`config.mk`:
```
export PLATFORM = sky130hd
export DESIGN_NAME = strip_window_buf
export DESIGN_NICKNAME = d
export VERILOG_FILES = /design/src/rtl/swb_pkg.sv /design/src/rtl/swb_col_assemble.sv /design/src/rtl/swb_scan_ctrl.sv /design/src/rtl/swb_window_regs.sv /design/src/rtl/strip_window_buf.sv
export SDC_FILE = /design/constraint.sdc
export NUM_CORES = 1
export LEC_CHECK = 0
export BUFFER_PORTS_ARGS = -buffer_cell sky130_fd_sc_hd__buf_2
export CORE_ASPECT_RATIO = 1.25
export CORE_MARGIN = 2
export CORE_UTILIZATION = 30
export DETAILED_ROUTE_END_ITERATION = 12
export PLACE_DENSITY = 0.5
export SETUP_SLACK_MARGIN = 0.05
export SLEW_MARGIN = 20
export SYNTH_ARGS = -nofsm -noshare
export SYNTH_HDL_FRONTEND = slang
export SYNTH_SLANG_ARGS = --single-unit
```
`constraint.sdc`:
```
create_clock -name clk -period 27.2 [get_ports clk]
set_clock_uncertainty 0.05 [all_clocks]
set_input_delay 5.44 -clock clk [delete_from_list [all_inputs] [get_ports clk]]
set_output_delay 5.44 -clock clk [all_outputs]
set_load 0.05 [all_outputs]
```
`src/rtl/swb_pkg.sv`:
```
package swb_pkg;

   // Counter width able to hold values 0 .. n-1 (at least one bit).
   function automatic int unsigned cnt_w(input int unsigned n);
      return (n <= 1) ? 1 : $clog2(n);
   endfunction

endpackage

```
`src/rtl/swb_col_assemble.sv`:
```
module swb_col_assemble #(
   parameter  int unsigned PIX_W    = 12,
   parameter  int unsigned COL_H    = 13,
   localparam int unsigned FILL_W   = swb_pkg::cnt_w(COL_H + 1),
   localparam int unsigned COL_BITS = COL_H * PIX_W
) (
   input  logic                clk,
   input  logic                rst_n,
   input  logic                take,
   input  logic                restart,
   input  logic [PIX_W-1:0]    pix_lo,
   input  logic [PIX_W-1:0]    pix_hi,
   input  logic                drop_spill,
   output logic                col_done,
   output logic [COL_BITS-1:0] col_flat
);

   localparam logic [FILL_W-1:0] DONE_AT   = FILL_W'(COL_H - 2);
   localparam logic [FILL_W-1:0] LAST_SLOT = FILL_W'(COL_H - 1);

   logic [FILL_W-1:0] fill_q;
   logic [FILL_W-1:0] fill_eff;
   logic [PIX_W-1:0]  slot_q [COL_H];
   logic [PIX_W-1:0]  merged [COL_H];
   logic              spill;

   assign fill_eff = restart ? '0 : fill_q;
   assign col_done = take && (fill_eff >= DONE_AT);

   // Odd column height: a word may straddle two columns.
   generate
      if (COL_H % 2 == 1) begin : g_odd
         assign spill = (fill_eff == LAST_SLOT);
      end else begin : g_even
         assign spill = 1'b0;
      end
   endgenerate

   always_comb begin
      for (int i = 0; i < COL_H; i++) begin
         merged[i] = slot_q[i];
         if (fill_eff == FILL_W'(i))
            merged[i] = pix_lo;
         else if (fill_eff + FILL_W'(1) == FILL_W'(i))
            merged[i] = pix_hi;
      end
   end

   generate
      for (genvar g = 0; g < COL_H; g++) begin : g_flat
         assign col_flat[g*PIX_W +: PIX_W] = merged[g];
      end
   endgenerate

   always_ff @(posedge clk) begin
      if (!rst_n) begin
         fill_q <= '0;
         for (int i = 0; i < COL_H; i++) slot_q[i] <= '0;
      end else if (take) begin
         if (col_done) begin
            if (spill && !drop_spill) begin
               slot_q[0] <= pix_hi;
               fill_q    <= FILL_W'(1);
            end else begin
               fill_q    <= '0;
            end
         end else begin
            for (int i = 0; i < COL_H; i++) slot_q[i] <= merged[i];
            fill_q <= fill_eff + FILL_W'(2);
         end
      end
   end

endmodule

```
`src/rtl/swb_scan_ctrl.sv`:
```
module swb_scan_ctrl #(
   parameter  int unsigned COL_H    = 13,
   parameter  int unsigned WIN_W    = 4,
   parameter  int unsigned IMG_ROWS = 512,
   parameter  int unsigned IMG_COLS = 1024,
   localparam int unsigned STRIPS   = IMG_ROWS - COL_H + 1,
   localparam int unsigned ROW_W    = swb_pkg::cnt_w(STRIPS),
   localparam int unsigned COLI_W   = swb_pkg::cnt_w(IMG_COLS),
   localparam int unsigned LOAD_W   = swb_pkg::cnt_w(WIN_W + 1)
) (
   input  logic              clk,
   input  logic              rst_n,
   input  logic              take,
   input  logic              restart,
   input  logic              col_done,
   input  logic              out_ready,
   output logic              frame_last,
   output logic              out_valid,
   output logic [ROW_W-1:0]  out_row,
   output logic [COLI_W-1:0] out_col
);

   logic [COLI_W-1:0] col_q, col_eff;
   logic [ROW_W-1:0]  strip_q, strip_eff;
   logic [LOAD_W-1:0] load_q, load_eff;
   logic              last_col, last_strip, full_next;

   assign col_eff    = restart ? '0 : col_q;
   assign strip_eff  = restart ? '0 : strip_q;
   assign load_eff   = restart ? '0 : load_q;
   assign last_col   = (col_eff == COLI_W'(IMG_COLS - 1));
   assign last_strip = (strip_eff == ROW_W'(STRIPS - 1));
   assign frame_last = last_col && last_strip;
   assign full_next  = (load_eff >= LOAD_W'(WIN_W - 1));

   always_ff @(posedge clk) begin
      if (!rst_n) begin
         col_q     <= '0;
         strip_q   <= '0;
         load_q    <= '0;
         out_valid <= 1'b0;
         out_row   <= '0;
         out_col   <= '0;
      end else if (take) begin
         out_valid <= col_done && full_next;
         if (col_done) begin
            out_row <= strip_eff;
            out_col <= col_eff;
            if (last_col) begin
               col_q   <= '0;
               load_q  <= '0;
               strip_q <= last_strip ? '0 : strip_eff + ROW_W'(1);
            end else begin
               col_q   <= col_eff + COLI_W'(1);
               load_q  <= full_next ? LOAD_W'(WIN_W) : load_eff + LOAD_W'(1);
               strip_q <= strip_eff;
            end
         end else begin
            col_q   <= col_eff;
            strip_q <= strip_eff;
            load_q  <= load_eff;
         end
      end else if (out_ready) begin
         out_valid <= 1'b0;
      end
   end

endmodule

```
`src/rtl/swb_window_regs.sv`:
```
module swb_window_regs #(
   parameter  int unsigned PIX_W    = 12,
   parameter  int unsigned COL_H    = 13,
   parameter  int unsigned WIN_W    = 4,
   localparam int unsigned COL_BITS = COL_H * PIX_W
) (
   input  logic                      clk,
   input  logic                      rst_n,
   input  logic                      shift,
   input  logic [COL_BITS-1:0]       col_in,
   output logic [WIN_W*COL_BITS-1:0] win_flat
);

   logic [COL_BITS-1:0] cols_q [WIN_W];

   generate
      for (genvar k = 0; k < WIN_W; k++) begin : g_col
         logic [COL_BITS-1:0] src;
         if (k == WIN_W - 1) begin : g_newest
            assign src = col_in;
         end else begin : g_older
            assign src = cols_q[k+1];
         end
         always_ff @(posedge clk) begin
            if (!rst_n)     cols_q[k] <= '0;
            else if (shift) cols_q[k] <= src;
         end
         assign win_flat[k*COL_BITS +: COL_BITS] = cols_q[k];
      end
   endgenerate

endmodule

```
`src/rtl/strip_window_buf.sv`:
```
module strip_window_buf #(
   parameter  int unsigned PIX_W    = 12,
   parameter  int unsigned WORD_W   = 32,
   parameter  int unsigned COL_H    = 13,
   parameter  int unsigned WIN_W    = 4,
   parameter  int unsigned IMG_ROWS = 512,
   parameter  int unsigned IMG_COLS = 1024,
   localparam int unsigned ROW_W    = swb_pkg::cnt_w(IMG_ROWS - COL_H + 1),
   localparam int unsigned COLI_W   = swb_pkg::cnt_w(IMG_COLS),
   localparam int unsigned WIN_BITS = WIN_W * COL_H * PIX_W
) (
   input  logic                clk,
   input  logic                rst_n,
   input  logic                in_valid,
   output logic                in_ready,
   input  logic [WORD_W-1:0]   in_word,
   input  logic                in_frame_start,
   output logic                win_valid,
   input  logic                win_ready,
   output logic [WIN_BITS-1:0] win_pix,
   output logic [ROW_W-1:0]    win_row,
   output logic [COLI_W-1:0]   win_col
);

   generate
      if (PIX_W > WORD_W / 2) begin : g_bad_pix
         $error("strip_window_buf: two pixels must fit in one word");
      end
      if (COL_H < 3) begin : g_bad_h
         $error("strip_window_buf: column height must be at least 3");
      end
      if (WIN_W < 1 || WIN_W > IMG_COLS) begin : g_bad_w
         $error("strip_window_buf: window width out of range");
      end
      if (IMG_ROWS < COL_H) begin : g_bad_rows
         $error("strip_window_buf: image shorter than one column");
      end
   endgenerate

   logic                  acc, restart, col_done, frame_last;
   logic [PIX_W-1:0]      pix_lo, pix_hi;
   logic [COL_H*PIX_W-1:0] col_flat;
   logic                  unused_bits;

   assign in_ready    = !win_valid || win_ready;
   assign acc         = in_valid && in_ready;
   assign restart     = acc && in_frame_start;
   assign pix_lo      = in_word[PIX_W-1:0];
   assign pix_hi      = in_word[WORD_W/2 +: PIX_W];
   assign unused_bits = ^in_word;

   swb_col_assemble #(.PIX_W(PIX_W), .COL_H(COL_H)) u_asm (
      .clk(clk), .rst_n(rst_n), .take(acc), .restart(restart),
      .pix_lo(pix_lo), .pix_hi(pix_hi), .drop_spill(frame_last),
      .col_done(col_done), .col_flat(col_flat)
   );

   swb_scan_ctrl #(.COL_H(COL_H), .WIN_W(WIN_W), .IMG_ROWS(IMG_ROWS),
                   .IMG_COLS(IMG_COLS)) u_ctl (
      .clk(clk), .rst_n(rst_n), .take(acc), .restart(restart),
      .col_done(col_done), .out_ready(win_ready), .frame_last(frame_last),
      .out_valid(win_valid), .out_row(win_row), .out_col(win_col)
   );

   swb_window_regs #(.PIX_W(PIX_W), .COL_H(COL_H), .WIN_W(WIN_W)) u_win (
      .clk(clk), .rst_n(rst_n), .shift(col_done), .col_in(col_flat),
      .win_flat(win_pix)
   );

endmodule

```
# Word level (Yosys, flattened, before mapping)
# Memory sizes are Yosys's and may differ from the RTL's.
# Cells that the tools add are included.
# Widths: inputs -> output; s select.
dict set report classes {
  bitwise 18
  n_eq_ne 26
  n_lt_le_gt_ge 2
  addsub 5
  n_mux 73
  n_reduce_logical 13
}
# cell count
set op_table {}
lappend op_table {{$mux 156} 4}
lappend op_table {{$mux 12} 40}
lappend op_table {{$eq 4x4->1 const B} 10}
lappend op_table {{$mux 9} 4}
lappend op_table {{$eq 4x3->1 const B} 8}
lappend op_table {{$mux 10} 3}
lappend op_table {{$or 1x1->1} 18}
lappend op_table {{$eq 4x2->1 const B} 4}
lappend op_table {{$mux 1} 16}
lappend op_table {{$mux 3} 4}
lappend op_table {{$add 10x1->10 const B} 1}
lappend op_table {{$eq 10x10->1 const B} 1}
lappend op_table {{$add 9x1->9 const B} 1}
lappend op_table {{$eq 9x9->1 const B} 1}
lappend op_table {{$eq 4x1->1 const B} 2}
lappend op_table {{$logic_not 4->1} 2}
lappend op_table {{$mux 4} 2}
lappend op_table {{$logic_and 1x1->1} 6}
lappend op_table {{$add 4x1->4 const B} 1}
lappend op_table {{$add 4x2->4 const B} 1}
lappend op_table {{$ge 4x4->1 const B} 1}
lappend op_table {{$add 3x1->3 const B} 1}
lappend op_table {{$ge 3x2->1 const B} 1}
lappend op_table {{$logic_not 1->1} 2}
lappend op_table {{3 further kinds} 3}
dict set report word_totals {
  register_bits 46
  ram_bits 780
  in_bits 37
  wordCells 146
  mem_count 2
  output_inout_bits 645
}
# memory words width rd rd_ports_with_merged_regs write_ports line
set mem_list {}
lappend mem_list {u_win.cols_q 4 156 4 0 4 swb_window_regs.sv:14} ;# logic [COL_BITS-1:0] cols_q [WIN_W];
lappend mem_list {u_asm.slot_q 13 12 13 0 13 swb_col_assemble.sv:23} ;# logic [PIX_W-1:0] slot_q [COL_H];

# Longest topological paths before layout
# Gate-level depths: netlist of the first run.
dict set report depth {
  ltp_word 16
  depth_mapped 13
  depth_no_buf 11
}

# Cells and area by module
# From an unflattened synthesis of the first run, not the netlist that was laid out.
dict set report unflattened {
  hier_cells 2755
  hier_area_um2 35497.8
}
# mod instances area_each_um2 seq_area_each_um2 cells_per_inst
set by_module_without_submodules {}
lappend by_module_without_submodules {swb_window_regs 1 23293.6 18738.0 1387}
lappend by_module_without_submodules {swb_col_assemble 1 9994.6 4764.6 1100}
lappend by_module_without_submodules {swb_scan_ctrl 1 2183.3 840.8 265}
lappend by_module_without_submodules {strip_window_buf 1 26.3 0.0 3}

# Worst setup path after synthesis of the first run
# OpenSTA, ideal clock, no wires.
dict set report synth_timing {
  path_kind {input to register}
  from {in rst_n}
  to {mem u_win.cols_q[0][0] (netlist name), enable pin}
  n_path_buf 3
  slack_ns 6.537
  arrival_ns 16.229
  setup_time_ns 4.384
  path_stages 4
  required_time_ns 22.766
  cell_sequence {clkbuf_1 clkbuf_1 clkbuf_1 nand2_1}
}
# element line
set synth_lines {}
lappend synth_lines {{start: declaration} strip_window_buf.sv:13} ;# input logic rst_n,
lappend synth_lines {{end: declaration} swb_window_regs.sv:14}

# Worst setup path in the final report of the first run
dict set report layout_timing {
  from {in win_ready}
  to {out in_ready}
}
dict set report layout_between {
  elab_chain_len 1
}
# element line
set layout_lines {}
lappend layout_lines {{start: declaration} strip_window_buf.sv:19} ;# input logic win_ready,
lappend layout_lines {{$logic_or 1x1->1} strip_window_buf.sv:45} ;# assign in_ready = !win_valid || win_ready;
lappend layout_lines {{end: declaration} strip_window_buf.sv:15} ;# output logic in_ready,
# Every way passes these cells.

==> results of run 1 <==
## worst max-delay path, cell delays in order
cell     delay (ns)
buf_2          0.11
nor2b_4        0.33
inv_1          0.25
buf_2          0.28
## power breakdown
group          switching [mW]  internal (mW)
sequential             0.0227           1.44
combinational           0.213         0.0433
clock                   0.508          0.702
## stage by stage
stage / total power, mW / setup WS, ns / utilization [%] / cells
6_report: 2.928 / 15.28 / 37.06 / 4652
4_1_cts: 2.968 / 15.28 / 37.06 / 4650
5_1_grt: 3.022 / 15.22 / 37.06 / 4651
3_5_place_dp: 1.749 / 15.28 / 34.52 / 4492
2_1_floorplan: 1.694 / 6.537 / - / 2516
3_3_place_gp: 1.747 / 15.26 / 34.52 / 4492
## cell usage in the layout, fill, tap and decap left out, types with 7 or more instances in the layout
| master | Yosys | layout |
|---|---|---|
| a211oi_1 | 25 | 25 |
| a21boi_0 | 21 | 21 |
| a21oi_1 | 253 | 253 |
| and2_1 | 483 | 483 |
| and3_1 | 10 | 10 |
| buf_2 | 15 | 673 |
| buf_4 | 5 | 32 |
| bufinv_16 | 0 | 7 |
| clkbuf_1 | 164 | 24 |
| clkbuf_16 | 0 | 94 |
| clkinv_1 | 0 | 12 |
| clkinv_2 | 0 | 13 |
| dfxtp_1 | 46 | 46 |
| edfxtp_1 | 780 | 780 |
| inv_1 | 18 | 18 |
| mux2i_1 | 109 | 109 |
| nand2_1 | 65 | 64 |
| nand3_1 | 27 | 25 |
| nor2_1 | 249 | 245 |
| nor2b_1 | 18 | 18 |
| o211ai_1 | 7 | 7 |
| o21ai_0 | 140 | 139 |
| o22ai_1 | 12 | 12 |
## state kept, by name, indices dropped and copies added, names as in the netlist
signal and cells:
u_asm.fill_q 4, u_asm.slot_q 156, u_ctl.col_q 10, u_ctl.load_q 3, u_ctl.out_col 10, u_ctl.out_row 9, u_ctl.out_valid 1, u_ctl.strip_q 9
u_win.cols_q 624
## final cells by class
class	instances	area, µm²	share of cell area [%]
Clock inverter	37	359.1	0.8682
Clock buffer	121	2477	5.990
Antenna cell	2	5.005	0.01210
Inverter	19	71.32	0.1724
Sequential cell	826	24340	58.86
Multi-Input combinational cell	1480	8610	20.82
Tap cell	1459	1826	4.414
Timing Repair Buffer	708	3669	8.870
## kinds of logic after synthesis
group | after synthesis
simple gates | 884
xor+xnor | 4
mux | 109
compound gates | 477
fa+ha+maj | 6
buf+inv | 210
flops | 826
## metal layers
metal	track usage [%]	wire length (µm)	vias up
met4	7.021	3379	2
met1	22.46	44240	10706
li1	-	-	10231
met3	4.695	7847	168
met5	0	11	-
met2	31.57	54570	744
## final timing paths
check,cells past startpoint,slack [ns],to,from
max,4,15.28,in_ready,win_ready
min reg2reg,2,0.42,u_ctl.out_row[1],u_ctl.out_row[1]
min,2,0.42,u_ctl.out_row[1],u_ctl.out_row[1]
max reg2reg,6,21.81,u_win.cols_q[2][70],u_asm.fill_q[2]
==> metrics.md, run 1 <==
| Metric | Value |
|---|---|
| Status | complete, no violations |
| Main combinational cell family by area after synthesis | simple AND/OR/NAND/NOR gates |
| GRT Resource Usage Total | between 15 and 20% |
| Htree depth | 3 |
| Initial DRC count | 1652 |
| Most frequent cell after synthesis | edfxtp_1 |
| Latest clock arrival within the worst-skew pair | 0.70 ns |
| Adder-Cell Fraction of Synth Area | 0.2227% |
| Leak Pwr | 16.77 nW |
| Distinct cells, synth | 54 |
| Critical path startpoint category | input port |
| Top area cells in the synthesized netlist | edfxtp_1 69%, and2_1 9.0%, a21oi_1 3.8% |
| Rows | 137 |
| Kind of critical path | input port to output pin |
| Initial core utilization | 30.21% |
| Peak VDD IR | about 0.000046 V |
| EDFF count, synth | just under 800 |
| Area Growth Syn to Fin | 22.68% |
| Setup TNS | 0 ns |
| DR vias | 21851 |
| HPWL Detailed | between 70000 and 80000 µm |
| Via-per-instance ratio | roughly 4.7 |
| Final Cell Area | 41360 µm² |
| Routability-driven placement congestion ratio | between 0.7 and 0.8 |
| Fraction of registers with async set/reset | 0% |
| CTS root buf | clkbuf_16 |
| Synth Area in XOR/XNOR | less than 1% |
| Compound-Gate Fraction of Synth Area | 7.705% |
| Vias in the first global route | 20810 |
| Clock Sinks | 826 |
| Post-CTS sizing | 0 |
| Max-slew violations | 0 |
| Fmax | between 80 and 90 MHz |
| Postcts setup bufs | 0 |
| Worst Hold Slack | 0.4162 ns |
| Num CTS Buffers | 90 |
| Core footprint | 111600 µm² |
| Cell Area, Synth | 33710 µm² |
| HP Class | flip-flop to flip-flop |
| Post-synthesis mux area share | 3.236% |
| First-pass GRT wire length | 153500 µm |
| GRT overflow | 0 |
| Fin nets | 3168 |
| Final hold violation count | 0 |
| RSZ-0062 raised after global routing | false |
| Syn_nets | 2559 |
| Drt first pass iters | 7 |
| CTS Hold Buffers Added | 0 |
| Port bufs | 673 |
| Share of layout cells above drive strength 1 | 26.67% |
| Ys flop type | edfxtp_1 |
| Initial antenna violation count | 15 |
| Commonest cells in the netlist | 780 x edfxtp_1, 483 x and2_1, 253 x a21oi_1, 249 x nor2_1, 164 x clkbuf_1 |
| Tcrit/Tclk final | 43.82% |
| Slew headroom | between 20% and 30% |
| Largest net degree at the start of global routing | about 240 |
| Flops & latches, synth | 826 |
| Post-Syn Instances | 2516 |
| Bufs on Longest Clock Path | 3 |
| Top-area cell type share of the netlist area | 69.47% |
| I/O pins | ~680 |
| Simple-gate share of the synthesized area | 14.05% |
| Worst EP arrival | roughly 6.4 ns |
| Slew @ Worst Pin | 1.094 ns |
| Antenna viol nets, final | 0 |
| Worst Setup End Kind | output pin |
| Die Width | between 300 and 400 µm |
| PwrDens | 70.79 nW/µm² |
| Number of fill cells | 10957 |
| Max_cap viols | 0 |
| Min Tclk post-route | 11.92 ns |
| Avg WL per Cell | 23.65 µm |
| Max Fanout on Critical Path | 15 |
| Setup Viol. Count Final | 0 |
| CTS tree | done |
| Area post-placement | 38520 µm² |
| Mean Syn Cell Area | 13.40 µm² |
| Total Wirelength | approximately 110000 µm |
| Clock transition at path regs | 0.06 ns |
| Leading area contributor after synthesis | edfxtp_1 |
| Die ar. | 115100 µm² |
| Post-synthesis sequential area ratio | 72.21% |
| Synth Warn # | 0 |
| Worst path required time | 21.71 ns |
| Drt drc | 0 |
| DIE HEIGHT | 378.8 µm |
No activity file was read; power rests on OpenSTA's default activity.
==> run 2, diff against run 1 <==
PLACE_DENSITY = 0.52   (was 0.5)
clock period = 9.5 ns   (was 27.2 ns; I/O delays follow)
==> metrics.md, run 2 (synthesis gave the netlist of run 1 again) <==
| Metric | Value |
|---|---|
| Max Fanout on Critical Path | 15 (unchanged) |
| Comb pwr share | 8.6% (-0.2 points) |
| Critical Path, Cell by Cell | buf_2 > nor2b_4 > inv_1 > nand2_1 > and2_1 > ha_1 > and4bb_2 > o2111ai_1 > nor4_1 > or3_1 > o22ai_1 |
| Most common cell after layout, fill and taps aside | edfxtp_1 |
| Routability-driven placement congestion ratio | 0.7961 (+2.5%) |
| CTS tree | done |
| HP Class | flip-flop to flip-flop |
| Final Cell Area | 41490 µm² (+0.31%) |
| Initial core utilization | 30.21% (unchanged) |
| Worst EP arrival | 5.50 ns (-0.93 ns) |
| CTS Hold Buffers Added | 0 (unchanged) |
| P_int | 6.292 mW (+190%) |
| HPWL Detailed | 69940 µm (-2.7%) |
| Clock Power Share | 42.0% (+0.7 points) |
| Htree depth | 3 (unchanged) |
| Number of fill cells | 10849 (-0.99%) |
| Num CTS Buffers | 90 (unchanged) |
| Hold path endpoint | u_ctl.out_row[8] |
| Rows | 137 (unchanged) |
| Leak Pwr | 16.79 nW (+0.13%) |
| GRT Resource Usage Total | 18.04% (-0.44 points) |
| Peak VDD IR | 0.0001227 V (+170%) |
| DR vias | 21817 (-0.16%) |
| Share of layout cells above drive strength 1 | 26.78% (+0.11 points) |
| Max_cap viols | 0 (unchanged) |
| Die Width | 303.8 µm (unchanged) |
| Worst Hold Slack | 0.4159 ns (-0.0003120 ns) |
| Avg WL per Cell | 23.20 µm (-1.9%) |
| Postcts setup bufs | 0 (unchanged) |
| Final Power | 8.479 mW (+190%) |
| Min-delay src | u_ctl.out_row[8] |
| Latest clock arrival within the worst-skew pair | 0.68 ns (-0.02 ns) |
| Final WS setup | 4.346 ns (-10.94 ns) |
| Drt first pass iters | 5 (-2) |
| Sequential Power Share | 49.4% (-0.5 points) |
| Tcrit/Tclk final | a little over half |
| Bufs on Longest Clock Path | 3 (unchanged) |
| Max stage delay on crit path | 0.95 ns (+0.62 ns) |
| RSZ-0062 raised after global routing | false |
| Vias in the first global route | 20872 (+0.30%) |
| Fmax | 194.0 MHz |
| Clock transition at path regs | 0.06 ns (about the same) |
| R2r startpoint | u_ctl.out_valid |
| R2R depth | 10 (+4) |
| Kind of critical path | input port to flip-flop |
| Setup Viol. Count Final | 0 (unchanged) |
| Switching power | 2.188 mW (+190%) |
| Core footprint | 111600 µm² (unchanged) |
| Clock Sinks | 826 (unchanged) |
| Max-slew violations | 0 (unchanged) |
| Worst Setup End Kind | flip-flop |
| Initial DRC count | 1826 (+11%) |
| Max reg flops | 624 (unchanged) |
| Largest net degree at the start of global routing | 227 (-7.0%) |
| Post-layout util | 37.18% (+0.12 points) |
| GRT overflow | 0 (unchanged) |
| Post-CTS sizing | 0 (unchanged) |
| Min Tclk post-route | 5.154 ns |
| DIE HEIGHT | 378.8 µm (unchanged) |
| Area Growth Syn to Fin | 23.06% |
| Most frequent cells in the layout | 780 x edfxtp_1, 673 x buf_2, 483 x and2_1 |
| Crit-path slowest cell | nor4_1 |
| Critical path startpoint category | input port |
| Drt drc | 0 (unchanged) |
| Die ar. | 115100 µm² (unchanged) |
| Slew headroom | 22.95% (-3.8 points) |
| Worst Hold Depth | 2 (unchanged) |
| Worst path required time | 9.85 ns (-11.86 ns) |
| Top reg by flops | u_win.cols_q |
| Antenna viol nets, final | 0 (unchanged) |
| Via-per-instance ratio | 4.692 (-0.11%) |
| Worst r2r dst | u_asm.slot_q[0][3] |
| Fin nets | 3159 (-0.28%) |
| R2R setup slack | 5.32 ns (-16.49 ns) |
| Setup TNS | 0 ns (unchanged) |
| Top flop regs | u_win.cols_q x624, u_asm.slot_q x156 |
| DP Worst Slack | 3.734 ns (-11.55 ns) |
| Final hold violation count | 0 (unchanged) |
| Fin cells | 4650 (-0.043%) |
| Area post-placement | 38520 µm² (about the same) |
| Status | complete, no violations |
| Initial antenna violation count | 8 (-7) |
| Total Wirelength | 107900 µm (-2.0%) |
| Slew @ Worst Pin | 1.151 ns (+0.05709 ns) |
| Port bufs | 673 (unchanged) |
| Switching part of the total | 25.80% (+0.40 points) |
| DP Cell Count | 4483 (-0.20%) |
| PwrDens | 204.4 nW/µm² (+190%) |
| First-pass GRT wire length | 151400 µm (-1.4%) |
| CTS root buf | clkbuf_16 |
| I/O pins | 682 (unchanged) |
==> run 2: layer usage <==
| layer | track usage [%] | wire length (µm) | vias up |
|---|---|---|---|
| li1 | - | - | 10224 |
| met1 | 22.12 | 43640 | 10695 |
| met2 | 31.84 | 55130 | 765 |
| met3 | 3.646 | 6582 | 131 |
| met4 | 5.717 | 2522 | 2 |
| met5 | 0 | 7 | - |
==> run 2: cell type report <==
| cell class | count | area (µm²) | share of cell area, % |
|---|---|---|---|
| timing repair buffer | 699 | 3651 | 8.800 |
| antenna | 2 | 5.005 | 0.01206 |
| clock buffer | 113 | 2360 | 5.688 |
| tap | 1459 | 1826 | 4.400 |
| sequential | 826 | 24340 | 58.67 |
| multi-input combinational | 1480 | 8630 | 20.80 |
| inverter | 19 | 71.32 | 0.1719 |
| clock inverter | 52 | 603.1 | 1.454 |
==> run 2: power groups by stage <==
stage / Combinational, mW / Clock, mW / Sequential (mW)
after global placement: 0.735 / 0 / 4.26
after floorplan: 0.180 / 0 / 4.60
final: 0.727 / 3.56 / 4.19
after global routing: 0.763 / 3.77 / 4.20
after detailed placement: 0.737 / 0 / 4.27
after CTS: 0.737 / 3.66 / 4.19
==> run 2: worst max-delay path by stage <==
stage,start,to,slack [ns],cells after the start
after global placement,win_ready,u_asm.slot_q[0][8],3.72,11
after global routing,win_ready,u_asm.slot_q[0][9],4.03,11
after CTS,win_ready,u_asm.slot_q[0][7],4.47,11
after detailed placement,win_ready,u_asm.slot_q[0][1],3.73,11
final,win_ready,u_asm.slot_q[0][3],4.35,11
after floorplan,in_frame_start,u_win.cols_q[0][0],1.91,5
==> run 2: worst max-delay path, delay by kind of cell <==
kind | cells | cell delay, ns
AO/OA/AOI/OAI | 2 | 0.37
adder cells (fa/ha/maj) | 1 | 0.24
buffers and inverters | 2 | 0.36
AND/OR/NAND/NOR | 6 | 2.63
